**config.mk**
```make
export PLATFORM = sky130hd
export DESIGN_NAME = irqc_top
export DESIGN_NICKNAME = d
export VERILOG_FILES = /design/src/rtl/irqc_pkg.sv /design/src/rtl/irqc_ctrl.sv /design/src/rtl/irqc_datapath.sv /design/src/rtl/irqc_top.sv
export SDC_FILE = /design/constraint.sdc
export NUM_CORES = 1
export LEC_CHECK = 0
export BUFFER_PORTS_ARGS = -buffer_cell sky130_fd_sc_hd__buf_2
export CAP_MARGIN = 25
export CORE_MARGIN = 8
export CORE_UTILIZATION = 55
export CTS_CLUSTER_DIAMETER = 60
export DETAILED_ROUTE_END_ITERATION = 16
export GPL_TIMING_DRIVEN = 0
export PLACE_DENSITY = 0.83
export SKIP_CTS_REPAIR_TIMING = 1
export SLEW_MARGIN = 30
export SYNTH_ARGS = -nofsm -noshare
export SYNTH_HDL_FRONTEND = slang
export SYNTH_SLANG_ARGS = --single-unit
```
**constraint.sdc**
```tcl
create_clock -name clk -period 4.28 [get_ports clk]
set_clock_uncertainty 0.05 [all_clocks]
set_input_delay 0 -clock clk [delete_from_list [all_inputs] [get_ports clk]]
set_output_delay 0 -clock clk [all_outputs]
set_load 0.005 [all_outputs]
```
**src/rtl/irqc_pkg.sv**
```systemverilog
package irqc_pkg;

  localparam int ADDR_W = 4;

  typedef enum logic [ADDR_W-1:0] {
    REG_RAW    = 4'd0,
    REG_MASKED = 4'd1,
    REG_ENABLE = 4'd2,
    REG_CRIT   = 4'd3,
    REG_MODE   = 4'd4,
    REG_POL    = 4'd5,
    REG_VCTRL  = 4'd6,
    REG_VBASE  = 4'd7,
    REG_VECTOR = 4'd8
  } regSel_e;

  // strobes and vector settings handed from control to datapath
  typedef struct packed {
    logic       clrStrobe;
    logic       vecEn;
    logic       prioHigh;
    logic [2:0] shift;
  } ctrlStrobe_t;

endpackage

```
**src/rtl/irqc_ctrl.sv**
```systemverilog
module irqc_ctrl
  import irqc_pkg::*;
#(
  parameter int NUM_SRC = 32,
  parameter int DATA_W  = 32
) (
  input  logic                    clk,
  input  logic                    rstN,
  input  logic [ADDR_W-1:0]       regAddr,
  input  logic                    wrEn,
  input  logic [DATA_W-1:0]       wrData,
  input  logic [NUM_SRC-1:0]      rawStatus,
  input  logic [NUM_SRC-1:0]      maskedStatus,
  input  logic [DATA_W-1:0]       vectorQ,
  output logic [DATA_W-1:0]       rdData,
  output logic [NUM_SRC-1:0]      enableQ,
  output logic [NUM_SRC-1:0]      critQ,
  output logic [NUM_SRC-1:0]      modeQ,
  output logic [NUM_SRC-1:0]      polQ,
  output logic [DATA_W-1:0]       baseQ,
  output ctrlStrobe_t             strb
);

  logic       vecEnQ;
  logic       prioHighQ;
  logic [2:0] shiftQ;
  regSel_e    sel;

  assign sel = regSel_e'(regAddr);

  always_ff @(posedge clk or negedge rstN) begin
    if (!rstN) begin
      enableQ   <= '0;
      critQ     <= '0;
      modeQ     <= '0;
      polQ      <= '0;
      baseQ     <= '0;
      vecEnQ    <= 1'b0;
      prioHighQ <= 1'b0;
      shiftQ    <= '0;
    end else if (wrEn) begin
      case (sel)
        REG_ENABLE: enableQ <= wrData[NUM_SRC-1:0];
        REG_CRIT:   critQ   <= wrData[NUM_SRC-1:0];
        REG_MODE:   modeQ   <= wrData[NUM_SRC-1:0];
        REG_POL:    polQ    <= wrData[NUM_SRC-1:0];
        REG_VBASE:  baseQ   <= wrData;
        REG_VCTRL: begin
          vecEnQ    <= wrData[0];
          prioHighQ <= wrData[1];
          shiftQ    <= wrData[4:2];
        end
        default: ;
      endcase
    end
  end

  always_comb begin
    strb.clrStrobe = wrEn && (sel == REG_RAW);
    strb.vecEn     = vecEnQ;
    strb.prioHigh  = prioHighQ;
    strb.shift     = shiftQ;
  end

  always_comb begin
    case (sel)
      REG_RAW:    rdData = DATA_W'(rawStatus);
      REG_MASKED: rdData = DATA_W'(maskedStatus);
      REG_ENABLE: rdData = DATA_W'(enableQ);
      REG_CRIT:   rdData = DATA_W'(critQ);
      REG_MODE:   rdData = DATA_W'(modeQ);
      REG_POL:    rdData = DATA_W'(polQ);
      REG_VCTRL:  rdData = DATA_W'({shiftQ, prioHighQ, vecEnQ});
      REG_VBASE:  rdData = baseQ;
      REG_VECTOR: rdData = vectorQ;
      default:    rdData = '0;
    endcase
  end

  // a config write lands on the next edge
  p_cfg_write_r1: assert property (@(posedge clk) disable iff (!rstN)
    (wrEn && sel == REG_ENABLE) |=> (enableQ == $past(wrData[NUM_SRC-1:0])));

  // read-only addresses leave the configuration alone
  p_ro_write_r1: assert property (@(posedge clk) disable iff (!rstN)
    (wrEn && (sel == REG_VECTOR || sel == REG_MASKED)) |=>
      ($stable(baseQ) && $stable(enableQ) && $stable(critQ) && $stable(modeQ)));

endmodule

```
**src/rtl/irqc_datapath.sv**
```systemverilog
module irqc_datapath
  import irqc_pkg::*;
#(
  parameter int NUM_SRC     = 32,
  parameter int DATA_W      = 32,
  parameter int SYNC_STAGES = 2
) (
  input  logic               clk,
  input  logic               rstN,
  input  logic [NUM_SRC-1:0] irqIn,
  input  logic [NUM_SRC-1:0] enableQ,
  input  logic [NUM_SRC-1:0] critQ,
  input  logic [NUM_SRC-1:0] modeQ,
  input  logic [NUM_SRC-1:0] polQ,
  input  logic [DATA_W-1:0]  baseQ,
  input  logic [DATA_W-1:0]  wrData,
  input  ctrlStrobe_t        strb,
  output logic [NUM_SRC-1:0] rawStatus,
  output logic [NUM_SRC-1:0] maskedStatus,
  output logic [DATA_W-1:0]  vectorQ,
  output logic               critIrq,
  output logic               nonCritIrq
);

  localparam int IDX_W = (NUM_SRC > 1) ? $clog2(NUM_SRC) : 1;

  logic [NUM_SRC-1:0] syncQ [SYNC_STAGES];
  logic [NUM_SRC-1:0] polIn, prevQ, edgeHit, clrBits;
  logic [NUM_SRC-1:0] statusQ, statusNext;
  logic [NUM_SRC-1:0] critHits, nonCritHits;
  logic [IDX_W-1:0]   winIdx;
  logic [DATA_W-1:0]  vectorNext;

  // synchronizer chain
  always_ff @(posedge clk or negedge rstN) begin
    if (!rstN) begin
      for (int s = 0; s < SYNC_STAGES; s++) syncQ[s] <= '0;
    end else begin
      syncQ[0] <= irqIn;
      for (int s = 1; s < SYNC_STAGES; s++) syncQ[s] <= syncQ[s-1];
    end
  end

  assign polIn   = syncQ[SYNC_STAGES-1] ^ polQ;
  assign edgeHit = polIn & ~prevQ;
  assign clrBits = strb.clrStrobe ? wrData[NUM_SRC-1:0] : '0;

  // edge bits: capture beats clear; level bits: follow the line
  assign statusNext = (modeQ & ((statusQ & ~clrBits) | edgeHit)) | (~modeQ & polIn);

  always_ff @(posedge clk or negedge rstN) begin
    if (!rstN) begin
      prevQ   <= '0;
      statusQ <= '0;
    end else begin
      prevQ   <= polIn;
      statusQ <= statusNext;
    end
  end

  assign rawStatus    = statusQ;
  assign maskedStatus = statusQ & enableQ;
  assign critHits     = maskedStatus & critQ;
  assign nonCritHits  = maskedStatus & ~critQ;

  // priority pick over pending critical sources
  always_comb begin
    winIdx = '0;
    if (!strb.prioHigh) begin
      for (int i = NUM_SRC - 1; i >= 0; i--)
        if (critHits[i]) winIdx = IDX_W'(i);
    end else begin
      for (int i = 0; i < NUM_SRC; i++)
        if (critHits[i]) winIdx = IDX_W'(i);
    end
  end

  always_comb begin
    if (!strb.vecEn)
      vectorNext = '0;
    else if (|critHits)
      vectorNext = baseQ + (DATA_W'(winIdx) << strb.shift);
    else
      vectorNext = baseQ;
  end

  always_ff @(posedge clk or negedge rstN) begin
    if (!rstN) begin
      critIrq    <= 1'b0;
      nonCritIrq <= 1'b0;
      vectorQ    <= '0;
    end else begin
      critIrq    <= |critHits;
      nonCritIrq <= |nonCritHits;
      vectorQ    <= vectorNext;
    end
  end

  // an uncleared edge bit stays set
  p_edge_sticky_r3: assert property (@(posedge clk) disable iff (!rstN)
    1'b1 |=> (($past(statusQ & modeQ & ~clrBits) & ~statusQ) == '0));

  // an active level bit survives any clear
  p_level_hold_r2: assert property (@(posedge clk) disable iff (!rstN)
    1'b1 |=> (($past(~modeQ & polIn) & ~statusQ) == '0));

  // capture and clear together leave the bit set
  p_capture_wins_r9: assert property (@(posedge clk) disable iff (!rstN)
    1'b1 |=> (($past(modeQ & edgeHit & clrBits) & ~statusQ) == '0));

  // each request output has a pending source of its class behind it
  p_crit_source_r5: assert property (@(posedge clk) disable iff (!rstN)
    critIrq |-> $past(|(statusQ & enableQ & critQ)));
  p_noncrit_source_r5: assert property (@(posedge clk) disable iff (!rstN)
    nonCritIrq |-> $past(|(statusQ & enableQ & ~critQ)));

  // a disabled vector reads zero
  p_vec_off_r8: assert property (@(posedge clk) disable iff (!rstN)
    !strb.vecEn |=> (vectorQ == '0));

endmodule

```
**src/rtl/irqc_top.sv**
```systemverilog
module irqc_top
  import irqc_pkg::*;
#(
  parameter int NUM_SRC     = 32,
  parameter int DATA_W      = 32,
  parameter int SYNC_STAGES = 2
) (
  input  logic               clk,
  input  logic               rstN,
  input  logic [NUM_SRC-1:0] irqIn,
  input  logic [3:0]         regAddr,
  input  logic               wrEn,
  input  logic [DATA_W-1:0]  wrData,
  output logic [DATA_W-1:0]  rdData,
  output logic               critIrq,
  output logic               nonCritIrq
);

  logic [NUM_SRC-1:0] rawStatus, maskedStatus;
  logic [NUM_SRC-1:0] enableQ, critQ, modeQ, polQ;
  logic [DATA_W-1:0]  baseQ, vectorQ;
  ctrlStrobe_t        strb;

  irqc_ctrl #(.NUM_SRC(NUM_SRC), .DATA_W(DATA_W)) u_ctrl (
    .clk(clk), .rstN(rstN), .regAddr(regAddr), .wrEn(wrEn), .wrData(wrData),
    .rawStatus(rawStatus), .maskedStatus(maskedStatus), .vectorQ(vectorQ),
    .rdData(rdData), .enableQ(enableQ), .critQ(critQ), .modeQ(modeQ),
    .polQ(polQ), .baseQ(baseQ), .strb(strb)
  );

  irqc_datapath #(.NUM_SRC(NUM_SRC), .DATA_W(DATA_W), .SYNC_STAGES(SYNC_STAGES)) u_datapath (
    .clk(clk), .rstN(rstN), .irqIn(irqIn), .enableQ(enableQ), .critQ(critQ),
    .modeQ(modeQ), .polQ(polQ), .baseQ(baseQ), .wrData(wrData), .strb(strb),
    .rawStatus(rawStatus), .maskedStatus(maskedStatus), .vectorQ(vectorQ),
    .critIrq(critIrq), .nonCritIrq(nonCritIrq)
  );

endmodule

```
Word level (Yosys, flattened, before mapping)
Cells that the tools add are included.
{ "totals": {"regBits": 327, "inputBits": 71, "out_inout_bits": 34, "word_cells": 117} }
{ "op_classes": {"n_addsub": 1, "n_eq_ne": 8, "n_shift": 1, "muxes": 68, "bitwise": 14, "reduce_logical": 10} }
{ "op_table": {"columns": ["operator", "count"], "rows": [
  ["32-bit one-hot mux with 9 select lines", 1],
  ["5-bit two-way mux", 49],
  ["32-bit AND", 7],
  ["32-bit inverter", 4],
  ["32-bit two-way mux", 3],
  ["32-bit bitwise OR", 2],
  ["32-bit OR reduction", 2],
  ["32-bit adder", 1],
  ["4-bit two-way mux", 8],
  ["5-bit by 3-bit left shift with 32-bit output", 1],
  ["32-bit XOR", 1],
  ["4-bit by 3-bit equality test with 1-bit output (second input constant)", 4],
  ["3-bit two-way mux", 4],
  ["2-bit AND reduction", 6],
  ["4-bit by 2-bit equality test with 1-bit output (second input constant)", 2],
  ["4-bit by 1-bit equality test with 1-bit output (second input constant)", 1],
  ["4-bit equality test (second input constant)", 1],
  ["4-bit logical NOT", 1],
  ["2-bit two-way mux", 2],
  ["1-bit logical AND", 1],
  ["1-bit two-way mux", 1]
]} }

Depth between registers and ports, before layout
{ "depth": {"word_depth": 39, "mapped_depth": 21, "depth_no_buf": 18} }

Modules after synthesis
A second synthesis with hierarchy kept.
{ "unflattened": {"cells_unflattened": 1413, "hier_area_um2": 16289.4} }
{ "modules_own_cells": {"columns": ["module", "n_inst", "cells_per_inst", "area_each_um2", "seq_area_each_um2"], "rows": [
  ["irqc_ctrl", 1, 655, 8518.2, 4129.0],
  ["irqc_datapath", 1, 758, 7771.2, 4053.9]
]} }

Least setup slack after synthesis
No wires, ideal clock.
{ "synth_timing": {"path_kind": "register to register", "startpoint": "register u_datapath.statusQ[11], in the netlist u_datapath.rawStatus[11]", "endpoint": "register u_datapath.vectorQ[22]", "setup_time_ps": 119, "t_arrival_ps": 4061, "required_ps": 4111, "slack_ps": 50, "path_stages_with_launch": 19, "n_path_buf": 2, "period_less_slack_ps": 4230, "cell_sequence": "dfrtp_1 and3_1 nor4_1 a211oi_1 o21ai_0 a22oi_1 o21a_1 a211o_1 o31ai_1 ha_1 a21o_1 nor3_1 a21oi_1 a311o_1 a31oi_1 clkbuf_1 clkbuf_1 nor4_1 o21a_1"} }
{ "synth_between": {"elab_chain_cells": 28, "word_cells_on_any_way": 41, "classes_between": "1 x add/sub; 1 x shift; 36 x mux; 2 x bitwise; 1 x reduce/logical"} }
{ "synth_rtl": {"columns": ["item", "line_no", "rtl"], "rows": [
  ["start: declaration", "irqc_datapath.sv:29", "logic [NUM_SRC-1:0] statusQ, statusNext;"],
  ["start signal: assignment", "irqc_datapath.sv:57", "statusQ <= statusNext;"],
  ["32-bit AND *", "irqc_datapath.sv:62", "assign maskedStatus = statusQ & enableQ;"],
  ["32-bit AND *", "irqc_datapath.sv:63", "assign critHits = maskedStatus & critQ;"],
  ["4-bit two-way mux (5 in a row)", "irqc_datapath.sv:74", "if (critHits[i]) winIdx = IDX_W'(i);"],
  ["5-bit two-way mux (16 in a row)", "irqc_datapath.sv:74", null],
  ["5-bit two-way mux", "irqc_datapath.sv:69", "if (!strb.prioHigh) begin"],
  ["5-bit by 3-bit left shift with 32-bit output", "irqc_datapath.sv:82", "vectorNext = baseQ + (DATA_W'(winIdx) << strb.shift);"],
  ["32-bit adder", "irqc_datapath.sv:82", null],
  ["32-bit two-way mux *", "irqc_datapath.sv:81", "else if (|critHits)"],
  ["32-bit two-way mux *", "irqc_datapath.sv:79", "if (!strb.vecEn)"],
  ["net u_datapath.vectorNext[22]", "irqc_datapath.sv:32", "logic [DATA_W-1:0] vectorNext;"],
  ["end signal: assignment", "irqc_datapath.sv:95", "vectorQ <= vectorNext;"],
  ["end: declaration", "irqc_datapath.sv:20", "output logic [DATA_W-1:0] vectorQ,"]
]} }
Mark *: on every way through the listed nets, which the timed path passes. The rest lies on a longest branch.
A chain may end at the register's enable or synchronous reset.

Final worst setup path
{ "layout_timing": {"startpoint": "register u_ctrl.critQ[9]", "endpoint": "register u_datapath.vectorQ[18]"} }
{ "layout_between": {"elab_chain_cells": 29, "word_cells_on_any_way": 40, "classes_between": "1 x add/sub; 1 x shift; 36 x mux; 1 x bitwise; 1 x reduce/logical"} }
{ "layout_rtl": {"columns": ["item", "line_no", "rtl"], "rows": [
  ["start: declaration", "irqc_ctrl.sv:17", "output logic [NUM_SRC-1:0] critQ,"],
  ["start signal: assignment", "irqc_ctrl.sv:44", "REG_CRIT: critQ <= wrData[NUM_SRC-1:0];"],
  ["32-bit AND *", "irqc_datapath.sv:63", null],
  ["4-bit two-way mux (7 in a row)", "irqc_datapath.sv:74", null],
  ["5-bit two-way mux (16 in a row)", "irqc_datapath.sv:74", null],
  ["5-bit two-way mux", "irqc_datapath.sv:69", null],
  ["5-bit by 3-bit left shift with 32-bit output", "irqc_datapath.sv:82", null],
  ["32-bit adder", "irqc_datapath.sv:82", null],
  ["32-bit two-way mux *", "irqc_datapath.sv:81", null],
  ["32-bit two-way mux *", "irqc_datapath.sv:79", null],
  ["net u_datapath.vectorNext[18]", "irqc_datapath.sv:32", null]
]} }
Marks and branches as above.

==> out/metrics.csv <==
metric,value,unit
hold_class,in2async,
p_int,7.34,mW
grtUsageTotal,29.0,%
critical_path_class,reg2reg,
root_buffer,clkbuf_16,
initial_core_util,55.7,%
synth_edf_count,0,
crit_start,u_ctrl.critQ[9],
rsz0062_at_grt,yes,
wire_per_inst,25.7,um
drc,0,
finalWirelength,51900,um
core,27600,um^2
synth_top_family_by_area,compound AO/OA/AOI/OAI gates,
dp_slack,-1.64,ns
critPathRequiredTime,4.67,ns
via_per_inst,6.57,
chipHeight,183,um
final_nets,1700,
yosys-top-cells-area,"dfrtp_1 (53%), mux2_2 (13%), nand2_1 (3.8%)",
cap_violations,0,
die_width,183,um
synth_compound_area_share,15.2,%
report.final.slew_viol_count,0,
outcome,finished with violations,
p_seq_share,41.0,%
cts.sinks,327,
fin_crit,4.56,ns
ys_warn_count,0,
switchingPower,4.07,mW
vias,13300,
ys_types,58,
crit_arrival,4.95,ns
p_sw_share,35.7,%
pwr_density_cell,590,nW/um^2
violations,"hold timing, setup timing",
dp.cells,1857,
muxShareOfSynthArea,14.5,%
clkTransAtPathRegs,0.06,ns
cts_buffers,38,
fillers,1969,
drt_iter0_drc,1801,
timing.final.crit_share,107,%
max_freq,219,MHz
synthCells,1373,
setup_viol,19,
pwr-share-clk,28.3,%
drt_first_pass_iters,6,
hold_viol_final,59,
syn_area,15400,um^2
setup_ws,-0.285,ns
diodes,0,
synth_xor_area_share,2.39,%
drive_gt1_share,31.6,%
yosys_register_bits,327,
dp_hpwl,34300,um
ys.flop_type,dfrtp_1,
grt_max_degree,92,
pwr-share-comb,30.7,%
antenna_left,0,
p_leak,8.43,nW
synth_top_cell_area_share,53.2,%
clk_latency,0.53,ns
gp_congestion,1.02,
syn_avg_cell_area,11.2,um^2
die-area,33600,um^2
synth.largest_area_cell,dfrtp_1,
grt_remaining_overflow,0,
num_rows,61,
mostFrequentLayoutCells,"dfrtp_1 (287), mux2_2 (176), nand2_1 (152)",
ys_seq_area_share,53.2,%
htreeDepth,2,
grt_pass1_vias,12800,
synthSimpleGateAreaFrac,11.1,%
hold_ws,-0.0469,ns
tns,-3.20,ns
antenna_found_initial,0,
cts_tree,done,
io_pins,105,
crit_path_end_kind,flop,
finalNonFillerCells,2022,
crit_fanout,6,
cts.path.max_buffers,3,
syn2layout_area_growth,25.7,%
final_common_cell,dfrtp_1,
synth_nets,1458,
worst_slew_margin_rel,25.1,%
port_buffers,102,
synthAdderAreaFrac,1.19,%
tightestPinTransition,1.12,ns
r2r-start,u_ctrl.critQ[9],
postSynth.asyncResetShare,100,%
ir_worst_vdd,0.428,mV
rr_worst_depth,20,
worst_setup_path_start_kind,flop,
grt_pass1_wl,74600,um
synthesized netlist by cell type, types with 2 or more instances:
cell type and count:
mux2i_1 24, a31oi_1 6, a21o_1 16, a22oi_1 28, o21a_1 5, a21oi_1 90, a41oi_1 2, o21ai_0 50
inv_1 35, a221oi_1 6, nor3_1 18, nand4_1 9, o2111ai_1 10, or2_2 2, and3_1 24, dfrtp_1 327
nor2_1 40, o211ai_1 11, a31o_2 4, and4_1 5, nand3_1 53, nand4b_1 2, mux2_2 176, o221ai_1 4
nor4_1 6, or4_1 10, a211o_1 2, a222oi_1 20, buf_1 21, nand2b_1 5, ha_1 13, clkbuf_1 41
o22ai_1 19, and2_1 7, xnor2_1 7, o31a_1 2, a2111oi_0 2, o31ai_1 11, a32o_1 32, xor2_1 35
a211oi_1 12, nor2b_1 2, or3_1 11, nand2_1 154
kinds of logic after synthesis:
group,count (synthesis)
AND/OR/NAND/NOR,353
multiplexers,200
AO/OA/AOI/OAI,339
XOR/XNOR,42
buffers and inverters,98
adder cells (fa/ha/maj),14
flip-flops,327
worst max-delay path: stages, from the launching register on:
cell and delay (ns):
dfrtp_2 0.46, and3_4 0.26, o21ai_0 0.12, a21oi_1 0.21, nand2_2 0.11, a221oi_4 0.36, a31oi_2 0.15, o21a_2 0.17
buf_6 0.13, buf_6 0.11, o31ai_4 0.34, ha_4 0.27, a21o_1 0.17, nor3_2 0.17, a21oi_2 0.10, a311o_1 0.39
a31oi_4 0.28, buf_6 0.20, clkbuf_16 0.16, o31ai_1 0.07, a21oi_1 0.17
power groups by stage:
stage	registers, mW	logic [mW]	clock network, mW
finish	4.68	3.50	3.22
global route	4.73	3.76	3.38
CTS	4.53	2.78	3.24
detailed placement	4.57	2.76	0
global placement	4.52	2.68	0
floorplan	4.28	1.98	0
final timing paths:
kind	to	slack (ns)
worst max-delay path	u_datapath.vectorQ[18]	-0.28
worst min-delay path	u_ctrl.modeQ[2]	-0.05
worst max register to register	u_datapath.vectorQ[18]	-0.28
worst min register to register	u_datapath.syncQ[6]	0.28
max in group asynchronous	u_datapath.rawStatus[30]	2.96
min in group clk	u_ctrl.critQ[31]	0.02
state kept, by name, indices dropped and copies added, names as in the netlist:
signal                 count
u_ctrl.critQ              32
u_ctrl.prioHighQ           1
u_datapath.critIrq         1
u_ctrl.shiftQ              3
u_datapath.nonCritIrq      1
u_ctrl.polQ               32
u_datapath.rawStatus      32
u_datapath.vectorQ        32
u_datapath.syncQ          64
u_ctrl.baseQ              32
u_ctrl.modeQ              32
u_datapath.prevQ          32
u_ctrl.enableQ            32
u_ctrl.vecEnQ              1
metal layers:
layer,global-route usage [%],up-vias,wire (um)
met1,37.7,6555,19500
met3,7.60,252,5930
li1,-,5625,-
met5,0,-,0
met2,44.4,862,23200
met4,14.5,0,3230
area by class of cell:
cell class | instances | area, um^2 | share of cell area, %
flip-flops and latches | 327 | 8230 | 42.6
multi-input cells | 948 | 7430 | 38.4
repair buffers | 203 | 1530 | 7.92
clock buffers | 49 | 1050 | 5.45
well taps | 378 | 473 | 2.45
plain buffers | 62 | 280 | 1.45
clock inverters | 20 | 195 | 1.01
inverters | 35 | 131 | 0.680
per-stage QoR:
stage                     power, mW  utilization [%]  area (um^2)
after floorplan                6.26                -        15400
after global placement         7.19             59.2        16400
after detailed placement       7.33             59.6        16500
after CTS                      10.6             64.1        17700
after global routing           11.9             69.9        19300
final                          11.4             69.9        19300
Note: power is estimated with default switching activity, not from simulation.
